`src/rtl/reg_stack.sv`:
```
module reg_stack #(
  parameter int DW = 8,
  parameter int AW = 6
) (
  input  logic          clk,
  input  logic          rst_n,
  input  logic          push_req,
  input  logic          pop_req,
  input  logic [DW-1:0] push_data,
  output logic [DW-1:0] pop_data,
  output logic          pop_valid,
  output logic          full,
  output logic          empty,
  output logic          err
);
  localparam int DEPTH = 1 << AW;

  logic [DW-1:0] mem [DEPTH];
  logic [AW-1:0] sp;
  logic [AW-1:0] sp_up;
  logic [AW-1:0] sp_dn;
  logic          do_push;
  logic          do_pop;
  logic          bad;

  assign sp_up   = sp + 1'b1;
  assign sp_dn   = sp - 1'b1;
  assign bad     = (push_req & pop_req) | (push_req & full) | (pop_req & empty);
  assign do_push = push_req & ~pop_req & ~full;
  assign do_pop  = pop_req & ~push_req & ~empty;

  always_ff @(posedge clk) begin
    if (!rst_n) begin
      sp        <= '0;
      full      <= 1'b0;
      empty     <= 1'b1;
      err       <= 1'b0;
      pop_valid <= 1'b0;
      pop_data  <= '0;
    end else begin
      err       <= bad;
      pop_valid <= do_pop;
      if (do_push) begin
        sp    <= sp_up;
        full  <= (sp_up == '0);
        empty <= 1'b0;
      end else if (do_pop) begin
        pop_data <= mem[sp];
        sp       <= sp_dn;
        empty    <= (sp_dn == '0);
        full     <= 1'b0;
      end
    end
  end

  always_ff @(posedge clk) begin
    if (do_push) mem[sp_up] <= push_data;
  end

  AST_FLAGS_EXCL: assert property (@(posedge clk) disable iff (!rst_n)
    !(full && empty));
  AST_FLAG_AT_ZERO: assert property (@(posedge clk) disable iff (!rst_n)
    (full || empty) |-> (sp == '0));
  AST_POP_LATENCY: assert property (@(posedge clk) disable iff (!rst_n)
    (pop_req && !push_req && !empty) |=> (pop_valid && !err && !full));
  AST_PUSH_CLEARS_EMPTY: assert property (@(posedge clk) disable iff (!rst_n)
    (push_req && !pop_req && !full) |=> !empty);
  AST_PUSH_WHEN_FULL: assert property (@(posedge clk) disable iff (!rst_n)
    (push_req && !pop_req && full) |=> (err && full && $stable(sp)));
  AST_POP_WHEN_EMPTY: assert property (@(posedge clk) disable iff (!rst_n)
    (pop_req && !push_req && empty) |=> (err && empty && !pop_valid));
  AST_BOTH_REQ: assert property (@(posedge clk) disable iff (!rst_n)
    (push_req && pop_req) |=> (err && !pop_valid && $stable(sp) && $stable(full) && $stable(empty)));
endmodule

```
`config.mk`:
```
export PLATFORM = sky130hd
export DESIGN_NAME = reg_stack
export DESIGN_NICKNAME = d
export VERILOG_FILES = /design/src/rtl/reg_stack.sv
export SDC_FILE = /design/constraint.sdc
export NUM_CORES = 1
export LEC_CHECK = 0
export ABC_AREA = 1
export ABC_CLOCK_PERIOD_IN_PS = 7200
export BUFFER_PORTS_ARGS = -buffer_cell sky130_fd_sc_hd__buf_2
export CAP_MARGIN = 20
export CORE_ASPECT_RATIO = 1.4
export CORE_MARGIN = 4
export CORE_UTILIZATION = 55
export DETAILED_ROUTE_END_ITERATION = 8
export PLACE_DENSITY = 0.74
export SLEW_MARGIN = 10
export SYNTH_ARGS = -nofsm -noshare
export SYNTH_HDL_FRONTEND = slang
export SYNTH_SLANG_ARGS = --single-unit
```
`constraint.sdc`:
```
create_clock -name clk -period 7.2 [get_ports clk]
set_input_delay 0 -clock clk [delete_from_list [all_inputs] [get_ports clk]]
set_output_delay 0 -clock clk [all_outputs]
set_load 0.1 [all_outputs]
```
### Word level (Yosys, flattened, before mapping)

Memories as Yosys holds them, arrays and structs flattened. A register that Yosys moved wholly into a read port is not among the register bits.
Index checks and enable logic that the tools add are counted.

* flip-flop bits (word level): 10
* bits in latches: 0
* bits in writable memories: 512
* ROM bits: 0
* output and inout bits: 12
* memories: 1

Memory list
* mem: words 64, width 8, read ports 1, clocked after Yosys merged registers in 1, write ports 1, RTL line 18 `logic [DW-1:0] mem [DEPTH];`

* add/sub/neg operators: 2
* $mul: 0
* div/mod/pow operators: 0
* order comparisons: 0
* equality and inequality tests: 0
* shifts and indexed selects: 0
* muxes and demuxes: 8
* bitwise logic cells: 14
* reduce and logical (&&, ||, !) cells: 5

Operators by type and width (count)
* $logic_not A6 Y1: 2
* $mux W6: 2
* $and A1 B1 Y1: 7
* $add A6 B1 Y6 const B: 1
* $mux W1: 6
* $sub A6 B1 Y6 const B: 1
* $not A1 Y1: 5
* $or A1 B1 Y1: 2
* $reduce_and A2 Y1: 1
* $reduce_bool A2 Y1: 1
* $logic_not A1 Y1: 1

### Depth between registers and ports, before layout

* depth after elaboration: 5
* mapped depth: 13
* gate-level depth less buffers: 11

### Worst setup path after synthesis

OpenSTA, ideal clock, no wires.

* kind: register -> register
* from: register full
* to: memory mem[10][0], enable pin
* library setup time: 0.370 ns
* arrival: 1.940 ns
* setup slack: 4.890 ns
* cell stages (with the launch flop): 7
* buffers on the path: 1
* period minus slack after synthesis: 2.310 ns
* cells stage by stage: dfxtp_1 > nor2_1 > nand2_1 > clkbuf_1 > nor2_1 > nand2_1 > nor2_1

* word-level cells in the longest chain between the ends: 4

RTL lines
* start, declared: RTL line 12 `output logic full,`
* start signal, assigned: RTL line 45 `full <= (sp_up == '0);`
* $not A1 Y1: RTL line 29 `assign do_push = push_req & ~pop_req & ~full;`
* $and A1 B1 Y1: RTL line 29
* $mux W1: RTL line 57 `if (do_push) mem[sp_up] <= push_data;`
* $mux W1 (not written as such): RTL line 57
* end, declared: RTL line 18

Every way passes these cells.

==> impl_summary.md <==
Critical path
The number of buffers and inverters on the critical path is 4. The data arrival time of the worst path is 4760 ps. The cell type of the slowest stage on the worst timing path is sky130_fd_sc_hd__buf_4. The number of logic stages on the critical path including buffering is 12. The number of cells on the worst reg-to-reg path is 12. The critical path is of the reg -> reg type. The startpoint identified for the worst register-to-register timing path is sp[0]$_SDFFE_PN0P_.

In this run the critical register-to-register path is captured at pop_data[3]$_SDFFE_PN0P_. The highest fanout seen on the critical path is between 100 and 150. The cell repeated most along the worst path is sky130_fd_sc_hd__nand3_1. The kind of cell with the highest combined delay on the critical path is buffers and inverters. The critical path goes through buf_4 -> buf_4 -> buf_4 -> nand2_1 -> nand3_1 -> nand3_1 -> nand3_1 -> nand3_1 -> nand3_1 -> nand3_1 -> nand2_1 -> inv_1. The worst setup path is captured at a flop. The category of the worst setup path launch point is a flop. The longest individual stage delay on the worst path is 900 ps. The required time reported for the critical path endpoint is approximately 7700 ps. For flop-to-flop paths, the worst setup slack is around 2900 ps.

Clock tree
The clock tree from TritonCTS is built. Clock-pin slew was measured on the worst setup and hold paths at ~70 ps. The tree is rooted in a sky130_fd_sc_hd__clkbuf_16. The clock drives between 500 and 600 sinks. The total CTS buffers is 47.

The maximum buffer depth of the clock tree is 3. Gates resized during post-CTS repair numbered 0. The H-tree was split into 2 levels. The clock latency reported for the late side of the worst-skew pair is about 570 ps.

Die
Pin placement for this block handled 24 I/O pins. The die boundary width is about 180 µm. The number of placement rows is 88. After floorplanning, the core was sized to cover a little over 40000 µm². The die covers ~45000 µm². For this configuration, the core starts out at a cell density of between 50% and 60%.

From bottom edge to top edge, the die measures ~250 µm.

Timing
At the pin with the least slew margin, the transition time is between 1000 and 1500 ps. The worst pin sits at a relative slew slack of between 20% and 30%. The post-route worst setup slack is 2910 ps. The shortest period the worst path allows is 4290 ps. The final sum of negative setup slack is 0 ps. The hold violation count in the final report came to 0.

Setup violations remaining at the end of the flow were counted as 0. The setup clock skew after layout is ~18 ps. Setup repair after global routing left no endpoint under its margin. Of the available clock period, the critical path in the final layout requires around 60%.

The number of slew-limit violations in the final report was 0. The top achievable clock speed is around 0.23 GHz. On the final layout, the worst hold slack is a little under 200 ps.

GRT
The first-pass GRT wire length is 88000 µm. The number of antenna violations at the first check in global routing is 0. The overflow left after global routing is 0. The via count of the first global-routing pass is between 15k and 20k. The largest net degree at the start of global routing is roughly 140.

Global routing consumed, over all layers together, 25.1% of the routing resources.

Flow run
Max-cap violations in this run came to 0.

Min path
The worst hold path terminates at mem[20][3]$_DFFE_PP_. The worst min-delay path startpoint is push_data[3]. The cell count of the worst hold path is 2. The min-delay analysis places its worst path in the category in -> reg.

Logic synthesis
Summing every instance area after synthesis gives 23000 µm². By area the synthesized netlist is led by sky130_fd_sc_hd__edfxtp_1 (67%), sky130_fd_sc_hd__nand3_1 (9.2%), sky130_fd_sc_hd__nand2_1 (8.2%). In the synthesized netlist the async set-or-reset flop fraction comes to 0%. The biggest area contributor in the post-synthesis netlist is sky130_fd_sc_hd__edfxtp_1. The flip-flop cell with the highest count after synthesis is sky130_fd_sc_hd__edfxtp_1. The area share of the leading cell type in the synthesized netlist is between 60% and 70%. In this run, synthesis inferred between 500 and 600 flip-flops with an integrated enable. The synthesized design contains 530 register bits.

When the netlist entered floorplanning its net count stood at 2171. The synthesized instance count is roughly 2.2k. The unique cell type count in the Yosys netlist is 34. Averaged over all synthesized cells, the footprint is roughly 11 µm².

The proportion of synthesized chip area in sequential cells is roughly 70%. The yosys synthesis warning count is 0.

Power
The completed layout was analyzed and its total power is between 6 and 7 mW. In this run the static leakage power is 9.81 nW. The worst-case IR drop observed on VDD is 0.205 mV. The total power divided by cell area is ~260 nW/µm².

Place
The count of buffers inserted at the top-level ports is 23. Before CTS, the worst setup slack after placement is 3020 ps. After detailed placement, the design holds a cell count of roughly 2.6k.

The routability-driven placement congestion ratio is between 0.8 and 0.9. The instance area after placement is between 20000 and 25000 µm². Once detailed placement completed, the half-perimeter wirelength came to between 30000 and 40000 µm.

Route
For this block, the via count after detailed routing is 15.6k. The first detailed-routing pass took 8 iterations. After detailed routing, the average wire length per cell comes to ~21 µm. The detailed router finished its first iteration with 1968 violations.

The detail-routed via count per cell is about 5.7. In the routed design, unresolved DRC markers number 0. The detail route stage leaves a number of antenna-violating nets equal to 0. The total length of routed wires is between 50000 and 60000 µm.

Finish
The antenna diode count is 0. After the flow finishes, the layout carries non-filler instances totaling between 2k and 3k. The finished cells cover approximately 25000 µm². The final-stage net count is ~2.2k. The share of the core filled with cells is about three fifths.

The layout overhead on the synthesized area is 8.69%. Cells with a size suffix above 1 make up 6.86% of the layout. The filler cells instantiated in the layout total roughly 3.3k.

Status
The run finished with clean final reports.
metal layers:
metal,global-route usage [%],routed length (µm),vias up
li1,-,-,7109
met1,31.3,20900,7443
met2,42.3,28400,832
met3,3.18,4380,212
met4,14.4,3790,0
met5,0,0,-
placed cells by master (no fill, tap or decap), types with 2 or more instances in the layout:
cell type                       synthesis  layout
sky130_fd_sc_hd__a21oi_1                7       7
sky130_fd_sc_hd__buf_2                 69      23
sky130_fd_sc_hd__buf_4                 13      16
sky130_fd_sc_hd__bufinv_16              0       7
sky130_fd_sc_hd__clkbuf_1              13       3
sky130_fd_sc_hd__clkbuf_16              0      49
sky130_fd_sc_hd__clkinv_1               3      11
sky130_fd_sc_hd__clkinv_2               0      14
sky130_fd_sc_hd__clkinvlp_4             0       5
sky130_fd_sc_hd__dfxtp_1               18      15
sky130_fd_sc_hd__dfxtp_4                0       2
sky130_fd_sc_hd__dlygate4sd3_1          0       5
sky130_fd_sc_hd__edfxtp_1             512     512
sky130_fd_sc_hd__ha_1                   4       4
sky130_fd_sc_hd__inv_1                316     315
sky130_fd_sc_hd__inv_2                  3       3
sky130_fd_sc_hd__nand2_1              500     500
sky130_fd_sc_hd__nand3_1              422     422
sky130_fd_sc_hd__nor2_1               113     113
sky130_fd_sc_hd__nor3_1                 3       3
sky130_fd_sc_hd__o211ai_1              33      33
sky130_fd_sc_hd__o21a_1                 8       8
sky130_fd_sc_hd__o21ai_0               17      17
sky130_fd_sc_hd__or2_0                 22      22
sky130_fd_sc_hd__or2_1                 23      23
sky130_fd_sc_hd__or2_2                 21      21
sky130_fd_sc_hd__xor2_1                 6       6
kinds of logic (layout without fill, tap and decap cells):
| family | Yosys count | count (layout) | share of synthesized area, % |
|---|---|---|---|
| fa+ha+maj | 4 | 4 | 0.218 |
| simple gates | 1108 | 1108 | 21.2 |
| xor+xnor | 7 | 7 | 0.299 |
| compound gates | 69 | 69 | 1.99 |
| buf+inv | 437 | 455 | 7.85 |
| flops | 530 | 530 | 68.4 |
synthesized netlist by cell type, drive strengths merged (8+ instances only):
library cell / n
or2: 66
nand3: 423
nand2: 501
edfxtp: 512
dfxtp: 18
o211ai: 33
buf: 97
o21ai: 18
nor2: 114
inv: 320
clkbuf: 17
o21a: 8
worst max path at each step:
stage,start,endpoint
5_1_grt,sp[0]$_SDFFE_PN0P_,pop_data[0]$_SDFFE_PN0P_
3_5_place_dp,sp[1]$_SDFFE_PN0P_,mem[5][5]$_DFFE_PP_
2_1_floorplan,full$_SDFFE_PN0P_,mem[10][0]$_DFFE_PP_
3_3_place_gp,sp[1]$_SDFFE_PN0P_,mem[5][6]$_DFFE_PP_
4_1_cts,sp[0]$_SDFFE_PN0P_,pop_data[0]$_SDFFE_PN0P_
6_report,sp[0]$_SDFFE_PN0P_,pop_data[3]$_SDFFE_PN0P_
report_power, final:
part / internal [mW] / total, mW / switching (mW)
sequential: 3.39 / 3.41 / 0.0183
clock: 1.49 / 2.60 / 1.11
combinational: 0.142 / 0.569 / 0.428
total: 5.03 / 6.58 / 1.56
timing repair:
action	4_1_cts	5_1_grt
endpoints found under the hold margin	14	0
buffers inserted	0	0
hold buffers	5	0
registers in the layout, summed over array words and instances, names as in the netlist:
| signal | flops |
|---|---|
| pop_data | 8 |
| full | 1 |
| pop_valid | 1 |
| sp | 6 |
| empty | 1 |
| err | 1 |
| mem | 512 |
worst reg2reg max path: cells and delay by family, from the launching register on:
family	cells	cell delay (ps)
AND/OR/NAND/NOR	8	1140
flip-flops	1	380
buffers and inverters	4	2670
final cells by class:
class                   count  area (µm²)  area share (%)
multi-input cells        1188        5450            21.8
well taps                 540         676            2.70
clock buffers              52        1240            4.95
clock inverters            35         357            1.43
flip-flops and latches    530       15700            63.0
inverters                 323        1220            4.88
repair buffers             45         305            1.22
Note: power is estimated with default switching activity, not from simulation.
